<file path="src/rtl/dma_vc_pkg.sv">
package dma_vc_pkg;
  typedef enum logic {VC_COMPUTE = 1'b0, VC_COMM = 1'b1} vc_e;
  typedef enum logic {CH_IDLE = 1'b0, CH_BUSY = 1'b1} ch_state_e;
  localparam int NUM_VC = 2;
endpackage

</file>
<file path="src/rtl/dma_vc_fifo.sv">
module dma_vc_fifo #(
  parameter int WIDTH = 20,
  parameter int DEPTH = 4
) (
  input  logic             clk,
  input  logic             rst,
  input  logic             push,
  input  logic             pop,
  input  logic [WIDTH-1:0] din,
  output logic [WIDTH-1:0] dout,
  output logic             full,
  output logic             empty
);
  localparam int PTR_W = (DEPTH > 1) ? $clog2(DEPTH) : 1;
  localparam int CNT_W = $clog2(DEPTH + 1);

  logic [WIDTH-1:0] mem [DEPTH];
  logic [PTR_W-1:0] wr_ptr, rd_ptr;
  logic [CNT_W-1:0] count;

  always_ff @(posedge clk) begin
    if (push) mem[wr_ptr] <= din;
  end

  always_ff @(posedge clk) begin
    if (rst) begin
      wr_ptr <= '0;
      rd_ptr <= '0;
      count  <= '0;
    end else begin
      if (push) wr_ptr <= (wr_ptr == PTR_W'(DEPTH - 1)) ? '0 : wr_ptr + 1'b1;
      if (pop)  rd_ptr <= (rd_ptr == PTR_W'(DEPTH - 1)) ? '0 : rd_ptr + 1'b1;
      count <= count + CNT_W'(push) - CNT_W'(pop);
    end
  end

  assign dout  = mem[rd_ptr];
  assign full  = (count == CNT_W'(DEPTH));
  assign empty = (count == '0);

  AST_NO_OVERFLOW: assert property (@(posedge clk) disable iff (rst) count <= CNT_W'(DEPTH));
  AST_NO_UNDERFLOW: assert property (@(posedge clk) disable iff (rst) pop |-> !empty);
endmodule

</file>
<file path="src/rtl/dma_vc_chan.sv">
module dma_vc_chan
  import dma_vc_pkg::*;
#(
  parameter int CHUNK_BYTES = 256,
  parameter int LEN_W       = 16,
  parameter int ID_W        = 4,
  parameter int DEPTH       = 4
) (
  input  logic             clk,
  input  logic             rst,
  input  logic             push,
  input  logic [LEN_W-1:0] in_len,
  input  logic [ID_W-1:0]  in_id,
  output logic             full,
  output logic             pend,
  input  logic             grant,
  output logic [LEN_W-1:0] chunk_len,
  output logic             chunk_last,
  output logic [ID_W-1:0]  xfer_id
);
  localparam int ENT_W = LEN_W + ID_W;
  localparam logic [LEN_W-1:0] CHUNK = LEN_W'(CHUNK_BYTES);

  logic [ENT_W-1:0] head;
  logic             empty, pop;
  ch_state_e        state;
  logic [LEN_W-1:0] rem;

  dma_vc_fifo #(.WIDTH(ENT_W), .DEPTH(DEPTH)) q_i (
    .clk(clk), .rst(rst), .push(push), .pop(pop),
    .din({in_id, in_len}), .dout(head), .full(full), .empty(empty)
  );

  assign pop        = (state == CH_IDLE) && !empty;
  assign pend       = (state == CH_BUSY);
  assign chunk_last = (rem <= CHUNK);
  assign chunk_len  = chunk_last ? rem : CHUNK;

  always_ff @(posedge clk) begin
    if (rst) begin
      state   <= CH_IDLE;
      rem     <= '0;
      xfer_id <= '0;
    end else if (pop) begin
      state   <= CH_BUSY;
      rem     <= head[LEN_W-1:0];
      xfer_id <= head[ENT_W-1:LEN_W];
    end else if (grant) begin
      if (chunk_last) state <= CH_IDLE;
      else            rem   <= rem - CHUNK;
    end
  end

  AST_GRANT_ONLY_BUSY: assert property (@(posedge clk) disable iff (rst) grant |-> pend);
  AST_REM_STEP: assert property (@(posedge clk) disable iff (rst)
    (pend && grant && !chunk_last) |=> (rem == $past(rem) - CHUNK));
  AST_BUSY_NONZERO: assert property (@(posedge clk) disable iff (rst) pend |-> (rem != '0));
endmodule

</file>
<file path="src/rtl/dma_vc_wrr.sv">
module dma_vc_wrr #(
  parameter int W_COMP = 1,
  parameter int W_COMM = 1
) (
  input  logic       clk,
  input  logic       rst,
  input  logic [1:0] pend,
  output logic [1:0] gnt
);
  localparam int WMAX  = (W_COMP > W_COMM) ? W_COMP : W_COMM;
  localparam int CNT_W = $clog2(WMAX + 1);

  logic             turn, nturn, other;
  logic [CNT_W-1:0] cnt, ncnt, wt;

  always_comb begin
    other = ~turn;
    wt    = turn ? CNT_W'(W_COMM) : CNT_W'(W_COMP);
    gnt   = '0;
    nturn = turn;
    ncnt  = cnt;
    if (pend[turn] && (cnt < wt)) begin
      gnt[turn] = 1'b1;
      ncnt      = cnt + 1'b1;
    end else if (pend[other]) begin
      gnt[other] = 1'b1;
      nturn      = other;
      ncnt       = CNT_W'(1);
    end else if (pend[turn]) begin
      gnt[turn] = 1'b1;
      ncnt      = CNT_W'(1);
    end
  end

  always_ff @(posedge clk) begin
    if (rst) begin
      turn <= 1'b0;
      cnt  <= '0;
    end else begin
      turn <= nturn;
      cnt  <= ncnt;
    end
  end

  AST_GRANT_ONEHOT: assert property (@(posedge clk) disable iff (rst) $onehot0(gnt));
  AST_WORK_CONSERVE: assert property (@(posedge clk) disable iff (rst) (|pend) |-> (|gnt));
  AST_GRANT_PENDING: assert property (@(posedge clk) disable iff (rst) (gnt & ~pend) == 2'b00);
  AST_SHARE_BOUND: assert property (@(posedge clk) disable iff (rst) cnt <= CNT_W'(WMAX));
endmodule

</file>
<file path="src/rtl/dma_vc_rx.sv">
module dma_vc_rx #(
  parameter int META_W = 8
) (
  input  logic              clk,
  input  logic              rst,
  input  logic              rx_valid,
  input  logic              rx_last,
  input  logic [META_W-1:0] rx_meta,
  output logic              rx_wr_done,
  output logic              rx_meta_valid,
  output logic [META_W-1:0] rx_meta_out
);
  logic fin;
  assign fin = rx_valid && rx_last;

  always_ff @(posedge clk) begin
    if (rst) begin
      rx_wr_done    <= 1'b0;
      rx_meta_valid <= 1'b0;
      rx_meta_out   <= '0;
    end else begin
      rx_wr_done    <= fin;
      rx_meta_valid <= fin;
      if (fin) rx_meta_out <= rx_meta;
    end
  end

  AST_RX_ATOMIC: assert property (@(posedge clk) disable iff (rst) rx_wr_done == rx_meta_valid);
  AST_RX_META: assert property (@(posedge clk) disable iff (rst)
    (rx_valid && rx_last) |=> (rx_meta_valid && rx_meta_out == $past(rx_meta)));
endmodule

</file>
<file path="src/rtl/dma_vc_arbiter.sv">
module dma_vc_arbiter
  import dma_vc_pkg::*;
#(
  parameter int CHUNK_BYTES = 256,
  parameter int LEN_W       = 16,
  parameter int ID_W        = 4,
  parameter int DEPTH       = 4,
  parameter int W_COMP      = 1,
  parameter int W_COMM      = 1,
  parameter int META_W      = 8
) (
  input  logic              clk,
  input  logic              rst,
  input  logic              req_valid,
  output logic              req_ready,
  input  logic              req_kind,
  input  logic [LEN_W-1:0]  req_len,
  input  logic [ID_W-1:0]   req_id,
  output logic              link_valid,
  output logic              link_vc,
  output logic [ID_W-1:0]   link_id,
  output logic [LEN_W-1:0]  link_len,
  output logic              link_last,
  output logic [1:0]        done_vec,
  input  logic              rx_valid,
  input  logic              rx_last,
  input  logic [META_W-1:0] rx_meta,
  output logic              rx_wr_done,
  output logic              rx_meta_valid,
  output logic [META_W-1:0] rx_meta_out
);
  localparam logic [LEN_W-1:0] CHUNK = LEN_W'(CHUNK_BYTES);

  logic [NUM_VC-1:0] full, pend, gnt, clast;
  logic [LEN_W-1:0]  clen [NUM_VC];
  logic [ID_W-1:0]   cid  [NUM_VC];

  assign req_ready = !full[req_kind];

  for (genvar v = 0; v < NUM_VC; v++) begin : g_vc
    dma_vc_chan #(
      .CHUNK_BYTES(CHUNK_BYTES), .LEN_W(LEN_W), .ID_W(ID_W), .DEPTH(DEPTH)
    ) chan_i (
      .clk(clk), .rst(rst),
      .push(req_valid && !full[v] && (req_kind == 1'(v))),
      .in_len(req_len), .in_id(req_id),
      .full(full[v]), .pend(pend[v]), .grant(gnt[v]),
      .chunk_len(clen[v]), .chunk_last(clast[v]), .xfer_id(cid[v])
    );
  end

  dma_vc_wrr #(.W_COMP(W_COMP), .W_COMM(W_COMM)) wrr_i (
    .clk(clk), .rst(rst), .pend(pend), .gnt(gnt)
  );

  always_ff @(posedge clk) begin
    if (rst) begin
      link_valid <= 1'b0;
      link_vc    <= VC_COMPUTE;
      link_id    <= '0;
      link_len   <= '0;
      link_last  <= 1'b0;
      done_vec   <= '0;
    end else begin
      link_valid <= |gnt;
      link_vc    <= gnt[VC_COMM];
      link_id    <= gnt[VC_COMM] ? cid[VC_COMM]   : cid[VC_COMPUTE];
      link_len   <= gnt[VC_COMM] ? clen[VC_COMM]  : clen[VC_COMPUTE];
      link_last  <= gnt[VC_COMM] ? clast[VC_COMM] : clast[VC_COMPUTE];
      done_vec   <= gnt & clast;
    end
  end

  dma_vc_rx #(.META_W(META_W)) rx_i (
    .clk(clk), .rst(rst), .rx_valid(rx_valid), .rx_last(rx_last), .rx_meta(rx_meta),
    .rx_wr_done(rx_wr_done), .rx_meta_valid(rx_meta_valid), .rx_meta_out(rx_meta_out)
  );

  AST_REQ_NONZERO: assert property (@(posedge clk) disable iff (rst) req_valid |-> (req_len != '0));
  AST_CHUNK_RANGE: assert property (@(posedge clk) disable iff (rst)
    link_valid |-> (link_len != '0 && link_len <= CHUNK));
  AST_FULL_MIDDLE: assert property (@(posedge clk) disable iff (rst)
    (link_valid && !link_last) |-> (link_len == CHUNK));
  AST_DONE_WITH_LAST: assert property (@(posedge clk) disable iff (rst)
    (|done_vec) |-> (link_valid && link_last && done_vec[link_vc]));
  AST_DONE_ONEHOT: assert property (@(posedge clk) disable iff (rst) $onehot0(done_vec));
endmodule

</file>
<file path="config.mk">
export PLATFORM = sky130hd
export DESIGN_NAME = dma_vc_arbiter
export DESIGN_NICKNAME = d
export VERILOG_FILES = /design/src/rtl/dma_vc_pkg.sv /design/src/rtl/dma_vc_fifo.sv /design/src/rtl/dma_vc_chan.sv /design/src/rtl/dma_vc_wrr.sv /design/src/rtl/dma_vc_rx.sv /design/src/rtl/dma_vc_arbiter.sv
export SDC_FILE = /design/constraint.sdc
export NUM_CORES = 1
export LEC_CHECK = 0
export ABC_AREA = 1
export BUFFER_PORTS_ARGS = -buffer_cell sky130_fd_sc_hd__buf_2
export CORE_AREA = 2 2 188 190
export CTS_CLUSTER_DIAMETER = 200
export DETAILED_ROUTE_END_ITERATION = 7
export DIE_AREA = 0 0 190 192
export HOLD_SLACK_MARGIN = 0.06
export PLACE_DENSITY = 0.44
export SLEW_MARGIN = 40
export SYNTH_ARGS = -nofsm -noshare
export SYNTH_HDL_FRONTEND = slang
export SYNTH_SLANG_ARGS = --single-unit
</file>
<file path="constraint.sdc">
create_clock -name clk -period 2.05 [get_ports clk]
set_input_delay 0.1025 -clock clk [delete_from_list [all_inputs] [get_ports clk]]
set_output_delay 0.1025 -clock clk [all_outputs]
set_load 0.02 [all_outputs]
</file>
==> results of run 1 <==
[cell families (layout without fill, tap and decap cells)]
kind of cell / count (synthesis) / after routing / share of synthesized area
and+or+nand+nor: 423 / 423 / 0.169
AOI/OAI and AO/OA: 185 / 185 / 0.0989
DFF: 256 / 256 / 0.658
other: 1 / 6 / 0.000367
buffers and inverters: 112 / 258 / 0.0439
adders and majority gates: 19 / 19 / 0.0247
xor gates and xnor gates: 6 / 6 / 0.00514
[how the worst max path moves through the flow]
stage,cells after the start,from,to,slack [ns]
global route,9,g_vc[1].chan_i.q_i.count[0]$_SDFF_PP0_,g_vc[1].chan_i.q_i.count[2]$_SDFF_PP0_,0.04
finish,9,g_vc[1].chan_i.q_i.count[0]$_SDFF_PP0_,g_vc[1].chan_i.q_i.count[2]$_SDFF_PP0_,0.18
global placement,9,g_vc[1].chan_i.q_i.count[1]$_SDFF_PP0_,g_vc[1].chan_i.q_i.count[2]$_SDFF_PP0_,0.16
CTS,9,g_vc[1].chan_i.q_i.count[1]$_SDFF_PP0_,g_vc[1].chan_i.q_i.count[2]$_SDFF_PP0_,0.15
detailed placement,9,g_vc[1].chan_i.q_i.count[1]$_SDFF_PP0_,g_vc[1].chan_i.q_i.count[2]$_SDFF_PP0_,0.16
floorplan,6,g_vc[1].chan_i.q_i.count[1]$_SDFF_PP0_,g_vc[1].chan_i.q_i.mem[0][0]$_DFFE_PP_,-0.005
[registers in the layout (all words and copies together), names as in the netlist, named ones only]
name,count
g_vc.chan_i.q_i.mem,160
link_len,16
g_vc.chan_i.pend,2
link_valid,1
g_vc.chan_i.q_i.count,6
link_vc,1
link_last,1
wrr_i.cnt,1
link_id,4
g_vc.chan_i.q_i.rd_ptr,4
g_vc.chan_i.rem,32
rx_i.rx_meta_out,8
rx_i.rx_wr_done,1
done_vec,2
g_vc.chan_i.q_i.wr_ptr,4
g_vc.chan_i.xfer_id,8
wrr_i.turn,1
[what timing repair did]
action,CTS,global route
endpoints found under the setup margin,0,1
gates resized for setup,0,2
hold buffers,33,0
endpoints found under the hold margin,186,0
buffers inserted,0,0
[power by group]
group | switching [W] | internal (W)
clock network | 0.00202 | 0.00294
registers | 0.000462 | 0.00624
logic | 0.00435 | 0.00215
[through the flow]
step,cell area (um^2),power (W),setup WS (ns),util
final,12600,0.0182,0.183,0.369
after global routing,12600,0.0195,0.0378,0.369
after CTS,12600,0.0184,0.146,0.369
after detailed placement,11400,0.0133,0.159,0.332
after global placement,11400,0.0133,0.160,0.332
after floorplan,10300,0.0112,-0.00484,-
[synth_stat cells]
| master | count |
|---|---|
| nor2_1 | 233 |
| edfxtp_1 | 160 |
| nand2_1 | 134 |
| o21ai_0 | 127 |
| dfxtp_1 | 96 |
| inv_1 | 63 |
| nand3_1 | 34 |
| a31oi_1 | 25 |
| clkbuf_1 | 19 |
| buf_2 | 18 |
| ha_1 | 17 |
| a21oi_1 | 13 |
| o22ai_1 | 7 |
| inv_2 | 6 |
| nand2_2 | 5 |
| xor2_1 | 5 |
| buf_1 | 3 |
| nand3_2 | 3 |
| nand4_1 | 3 |
| o211a_1 | 3 |
| o211ai_1 | 3 |
| o21ai_1 | 3 |
| a211oi_1 | 2 |
| fa_1 | 2 |
| nand2_4 | 2 |
| nor2_2 | 2 |
| or2_2 | 2 |
| a21oi_2 | 1 |
| buf_4 | 1 |
| clkinv_1 | 1 |
| conb_1 | 1 |
| inv_4 | 1 |
| nand3_4 | 1 |
| nor2_4 | 1 |
| nor3_1 | 1 |
| nor3b_1 | 1 |
| o21bai_4 | 1 |
| or2_4 | 1 |
| xnor2_1 | 1 |
[critical path, cell delays in order (launching register included)]
cell and delay (ns):
dfxtp_1 0.33, nor2_1 0.24, a21oi_4 0.10, xor2_1 0.15, ha_1 0.16, inv_1 0.05
fa_1 0.37, xor2_1 0.16, o21ai_0 0.14, a21oi_1 0.06
[layout make-up]
| cell class | instances | share of cell area |
|---|---|---|
| Sequential cell | 256 | 0.532 |
| Multi-Input combinational cell | 639 | 0.246 |
| Timing Repair Buffer | 135 | 0.0820 |
| Clock buffer | 41 | 0.0691 |
| Tap cell | 455 | 0.0450 |
| Inverter | 71 | 0.0213 |
| Clock inverter | 11 | 0.00436 |
[metal layers]
| layer | wire length, um | vias to the layer above |
|---|---|---|
| met4 | 525 | 0 |
| met5 | 0 | - |
| met1 | 12200 | 3382 |
| met2 | 12100 | 122 |
| met3 | 939 | 42 |
| li1 | - | 3638 |
==> summary.txt, run 1 <==
Run status
  • Status: finished clean

Synthesis
  • Syn Inst Count: 1,002
  • Yosys warns: 0
  • Sequential area share after synthesis: 0.658
  • Unique masters post-synth: 39
  • Yosys top cell by area: edfxtp_1
  • Top cell type's share of synthesized area: 0.470
  • Synth area leaders: edfxtp_1, dfxtp_1, nor2_1
  • FF+latch count, synth: 256
  • Synth Cell Area: 0.0102 mm^2
  • Synth Area per Inst: 10.2 um^2

Hold path
  • Hold Crit Depth: 5
  • Hold path start: req_kind
  • Hold path endpoint: g_vc[0].chan_i.q_i.wr_ptr[1]$_SDFFE_PP0P_
  • Hold WC Path Type: input pin to flip-flop

Clock tree
  • H-tree levels: 1
  • Clk buf depth: 3
  • CTS root buffer: clkbuf_16
  • TritonCTS clock tree: yes
  • Worst-Skew Late Latency: 0.54 ns
  • Clock Pin Slew Worst Setup and Hold Paths: 0.06 ns
  • Clk sinks: 256
  • CTS buffer count: 28

Worst setup path
  • Critical path data required time: 2.48 ns
  • FF-to-FF Start: g_vc[1].chan_i.q_i.count[0]$_SDFF_PP0_
  • Setup CP Type: flip-flop to flip-flop
  • Crit start category: flip-flop
  • Crit-path max FO: 3
  • Worst setup EP type: flip-flop
  • RR Endpoint: g_vc[1].chan_i.q_i.count[2]$_SDFF_PP0_
  • Flop2flop setup slack: 0.18 ns
  • Worst R2R Path Depth: 9
  • Worst endpoint data arrival time: 2.30 ns

Timing
  • Fin. Hold Viols: 0
  • Setup TNS: 0 ns
  • Slew headroom: 0.625
  • Max Slew Vio Count: 0
  • Max Freq: 536 MHz
  • Final worst path period share: 0.911
  • Worst-Margin Slew: 0.559 ns
  • Final worst path period need: 1.87 ns
  • RSZ-0062 raised after global routing: false
  • Setup Skew: 0.0110 ns
  • Tightest hold margin: 0.0974 ns
  • Final setup violation count: 0

Pwr
  • Max VDD drop: 0.600 mV
  • Leakage: 4.96 nW
  • Pwr/cell area: 1440 mW/mm^2

Routing
  • DRT antenna net count: 0
  • Vias per cell: 4.47
  • WL final: 25.7 mm
  • First-pass detailed-route iteration total: 5
  • Wire per inst: 16.0 um
  • Via count: 7,184
  • Initial DRC Count: 372
  • DRC Markers: 0

GRT
  • Met3 GRT Util: 0.0197
  • First-pass GRT wire length: 39.4 mm
  • M1 GR Usage: 0.191
  • Largest net degree at the start of global routing: 41
  • Total gr overflow: 0
  • Number of global-route vias before repair: 6,897
  • GRT busiest layer: met2
  • Initial antenna violation count: 0
  • Total GRT Usage: 0.141
  • GR Util met2: 0.236

Die
  • Starting Density: 0.298
  • Io pins: 70
  • Die Height: 192 um
  • Core region area: 0.0343 mm^2
  • Die area: 0.0365 mm^2
  • Die span in x: 190 um
  • Site Rows: 68

Flow run
  • Max_cap viols: 0

Placement
  • Placer Congestion: 0.785
  • DP Wirelength: 16.5 mm
  • Port bufs: 69
  • Dpl cells: 1,523

Cells and area
  • Register area: 0.00673 mm^2
  • Nets: 1,184
  • Synthesis-to-layout area growth: 23.7%
  • Final Non-Filler Cells: 1,608
  • Layout fillers: 3,425
  • Most frequent cells in the layout: nor2_1, edfxtp_1, nand2_1
  • Number of diodes: 0
  • Most common cell after layout, fill and taps aside: nor2_1
  • Layout cell share with drive strength beyond 1: 0.165
  • Multi-input gate area: 0.00311 mm^2
Note: power is estimated with default switching activity, not from simulation.
==> run 2: changes to the inputs <==
--- a/config.mk
+++ b/config.mk
@@ -7,13 +7,14 @@
 export LEC_CHECK = 0
 export ABC_AREA = 1
 export BUFFER_PORTS_ARGS = -buffer_cell sky130_fd_sc_hd__buf_2
-export CORE_AREA = 2 2 188 190
+export CORE_AREA = 2 2 197 199
 export CTS_CLUSTER_DIAMETER = 200
 export DETAILED_ROUTE_END_ITERATION = 7
-export DIE_AREA = 0 0 190 192
+export DIE_AREA = 0 0 199 201
 export HOLD_SLACK_MARGIN = 0.06
-export PLACE_DENSITY = 0.44
+export PLACE_DENSITY = 0.43
 export SLEW_MARGIN = 40
 export SYNTH_ARGS = -nofsm -noshare
 export SYNTH_HDL_FRONTEND = slang
+export SYNTH_HIERARCHICAL = 1
 export SYNTH_SLANG_ARGS = --single-unit
==> summary.txt, run 2 <==
Run status
  • Status: finished clean

Pwr
  • Max VDD drop: 0.654 mV (+8.9%)
  • Leakage: 5.68 nW (+15%)
  • Pwr/cell area: 1360 mW/mm^2 (-5.1%)

Timing
  • Final setup violation count: 0 (unchanged)
  • Final worst path period share: 0.930 (+0.0194)
  • Worst setup margin: 0.143 ns (-0.0398 ns)
  • RSZ-0062 raised after global routing: false
  • Fin. Hold Viols: 0 (unchanged)
  • Setup Skew: 0.0149 ns (+0.00393 ns)
  • Final worst path period need: 1.91 ns (+0.0398 ns)
  • Max Freq: 524 MHz (-2.1%)
  • Setup TNS: 0 ns (unchanged)
  • Slew headroom: 0.612 (-0.0126)
  • Max Slew Vio Count: 0 (unchanged)
  • Worst-Margin Slew: 0.581 ns (+0.0217 ns)

Flow run
  • Max_cap viols: 0 (unchanged)

Synthesis
  • Unique masters post-synth: 31 (-21%)
  • Share of flip-flops with an asynchronous set or reset: 0 (unchanged)
  • Top_reg_cell synth: edfxtp_1
  • Top cell type's share of synthesized area: 0.428 (-0.0425)
  • Post-synth EDFFs: 160 (unchanged)
  • Sequential area share after synthesis: 0.599 (-0.0596)
  • Synth Cell Area: 0.0112 mm^2 (+10%)
  • Synth Area per Inst: 9.41 um^2 (-7.7%)
  • Count leader, synth: nand2_1
  • Yosys top cell by area: edfxtp_1
  • Syn Inst Count: 1,194 (+19%)
  • Synth area leaders: edfxtp_1, dfxtp_1, nand2_1
  • Most frequent cells after synthesis: nand2_1, inv_1, edfxtp_1, nor2_1, dfxtp_1
  • Yosys warns: 6 (+6)
  • FF+latch count, synth: 256 (unchanged)

Cells and area
  • Synthesis-to-layout area growth: 19.6%
  • Layout fillers: 3,878 (+13%)
  • Biggest regs: g_vc.chan_i/q_i/mem x160, g_vc.chan_i/rem x32, link_len x16
  • Nets: 1,368 (+16%)
  • Final Non-Filler Cells: 1,854 (+15%)
  • Biggest register: g_vc.chan_i/q_i/mem
  • Max reg flops: 160 (unchanged)
  • Most frequent cells in the layout: nand2_1, inv_1, nor2_1, edfxtp_1, dfxtp_1
  • Most common cell after layout, fill and taps aside: nand2_1
  • Layout cell share with drive strength beyond 1: 0.132 (-0.0323)
  • Number of diodes: 0 (unchanged)

Routing
  • First-pass detailed-route iteration total: 5 (unchanged)
  • Vias per cell: 4.24 (-5.1%)
  • DRT antenna net count: 0 (unchanged)
  • Via count: 7,859 (+9.4%)
  • Initial DRC Count: 419 (+13%)
  • WL final: 26.9 mm (+4.9%)
  • Wire per inst: 14.5 um (-9.1%)
  • DRC Markers: 0 (unchanged)

GRT
  • GRT busiest layer: met2
  • Initial antenna violation count: 1 (+1)
  • Met3 GRT Util: 0.0218 (+0.00211)
  • First-pass GRT wire length: 42.9 mm (+8.9%)
  • Total gr overflow: 0 (unchanged)
  • Number of global-route vias before repair: 7,543 (+9.4%)
  • Largest net degree at the start of global routing: 81 (+98%)
  • Total GRT Usage: 0.139 (-0.00201)
  • GR Util met2: 0.216 (-0.0196)
  • M1 GR Usage: 0.204 (+0.0127)

Placement
  • Port bufs: 69 (unchanged)
  • Setup WS pre-CTS: 0.125 ns (-0.0344 ns)
  • DP Wirelength: 17.9 mm (+8.6%)
  • Placer Congestion: 0.767 (-2.3%)
  • Dpl cells: 1,761 (+16%)

Die
  • Starting Density: 0.295 (-0.00318)
  • Die area: 0.0400 mm^2 (+9.6%)
  • Site Rows: 72 (+5.9%)
  • Die span in x: 199 um (+4.7%)
  • Die Height: 201 um (+4.7%)
  • Io pins: 70 (unchanged)
  • Core region area: 0.0381 mm^2 (+11%)

Clock tree
  • Post-CTS sizing: 0 (unchanged)
  • Clk buf depth: 3 (unchanged)
  • CTS buffer count: 29 (+3.6%)
  • Clk sinks: 256 (unchanged)
  • CTS root buffer: clkbuf_16
  • Clock Pin Slew Worst Setup and Hold Paths: 0.06 ns (about the same)
  • TritonCTS clock tree: yes
  • H-tree levels: 1 (unchanged)
  • Worst-Skew Late Latency: 0.56 ns (+0.02 ns)

Worst setup path
  • Worst setup EP type: flip-flop
  • Crit start category: flip-flop
  • Worst endpoint data arrival time: 2.36 ns (+0.06 ns)
  • Crit-path max FO: 3 (unchanged)
  • Critical path data required time: 2.51 ns (+0.03 ns)
  • Setup CP Type: flip-flop to flip-flop

Hold path
  • Hold WC Path Type: input pin to flip-flop
run 2: cell types whose count changed after synthesis, moves of 13 or more:
| cell | change |
|---|---|
| o21ai_0 | -93 |
| o211ai_1 | +37 |
| buf_6 | +14 |
| a21oi_1 | +59 |
| o21ai_1 | +37 |
| inv_1 | +122 |
| a31oi_1 | -24 |
| nor2_2 | +13 |
| nor2_1 | -73 |
| nand2_1 | +103 |
| buf_4 | +15 |
| clkbuf_1 | -17 |
run 2: through the flow:
stage	area, um^2	total power, W	util	hold slack, ns
2_1_floorplan	11300	0.0118	-	0.172
3_3_place_gp	12200	0.0136	0.320	0.327
3_5_place_dp	12200	0.0137	0.320	0.332
4_1_cts	13400	0.0186	0.353	0.0631
5_1_grt	13400	0.0198	0.353	0.123
6_report	13400	0.0183	0.353	0.0901
run 2: kinds of logic (layout without fill, tap and decap cells):
group                    after synthesis  in the layout  share of synthesized area
AND/OR/NAND/NOR                      474            474                      0.177
buffers and inverters                253            385                      0.107
XOR/XNOR                               2              2                    0.00156
other                                  2             12                   0.000668
AO/OA/AOI/OAI                        187            187                     0.0923
flip-flops                           256            256                      0.599
adder cells (fa/ha/maj)               20             20                     0.0236
run 2: power breakdown:
part           internal (W)  total, W  leakage (nW)  switching, W
clock               0.00273   0.00479         0.419       0.00207
combinational       0.00230   0.00679          3.01       0.00449
sequential          0.00628   0.00674          2.25      0.000461
run 2: final cells by class:
type,count,area [um^2],share of cell area
sequential,256,6730,0.501
clock inverter,14,98.8,0.00736
multi-input combinational,695,3350,0.249
clock buffer,39,763,0.0568
tap,518,648,0.0482
inverter,192,721,0.0536
timing repair buffer,140,1130,0.0840
run 2: repair_timing:
item / CTS / global route
buffers inserted: 0 / 0
hold endpoints to repair: 190 / 0
hold buffers: 40 / 0
run 2: worst paths after layout:
path	start	slack, ns	endpoint	depth (start not counted)
max reg2reg	g_vc[1].chan_i/q_i/count[1]$_SDFF_PP0_	0.14	g_vc[1].chan_i/q_i/count[2]$_SDFF_PP0_	8
max	g_vc[1].chan_i/q_i/count[1]$_SDFF_PP0_	0.14	g_vc[1].chan_i/q_i/count[2]$_SDFF_PP0_	8
min reg2reg	g_vc[1].chan_i/rem[6]$_SDFFE_PP0P_	0.48	g_vc[1].chan_i/rem[6]$_SDFFE_PP0P_	2
min	rx_valid	0.09	rx_i/rx_meta_out[5]$_SDFFE_PP0P_	5
run 2: worst max-delay path: stages, from the launching register on:
cell and delay (ns):
dfxtp_1 0.32, nor3_1 0.32, nor2_4 0.06, ha_1 0.28, inv_1 0.04, ha_1 0.18
fa_1 0.41, a21oi_1 0.13, nor2_1 0.06
run 2: per-layer routing:
layer / wire length [um] / up-vias
met5: 11 / -
met1: 13700 / 3659
met2: 11800 / 117
met3: 992 / 31
met4: 468 / 2
li1: - / 4050
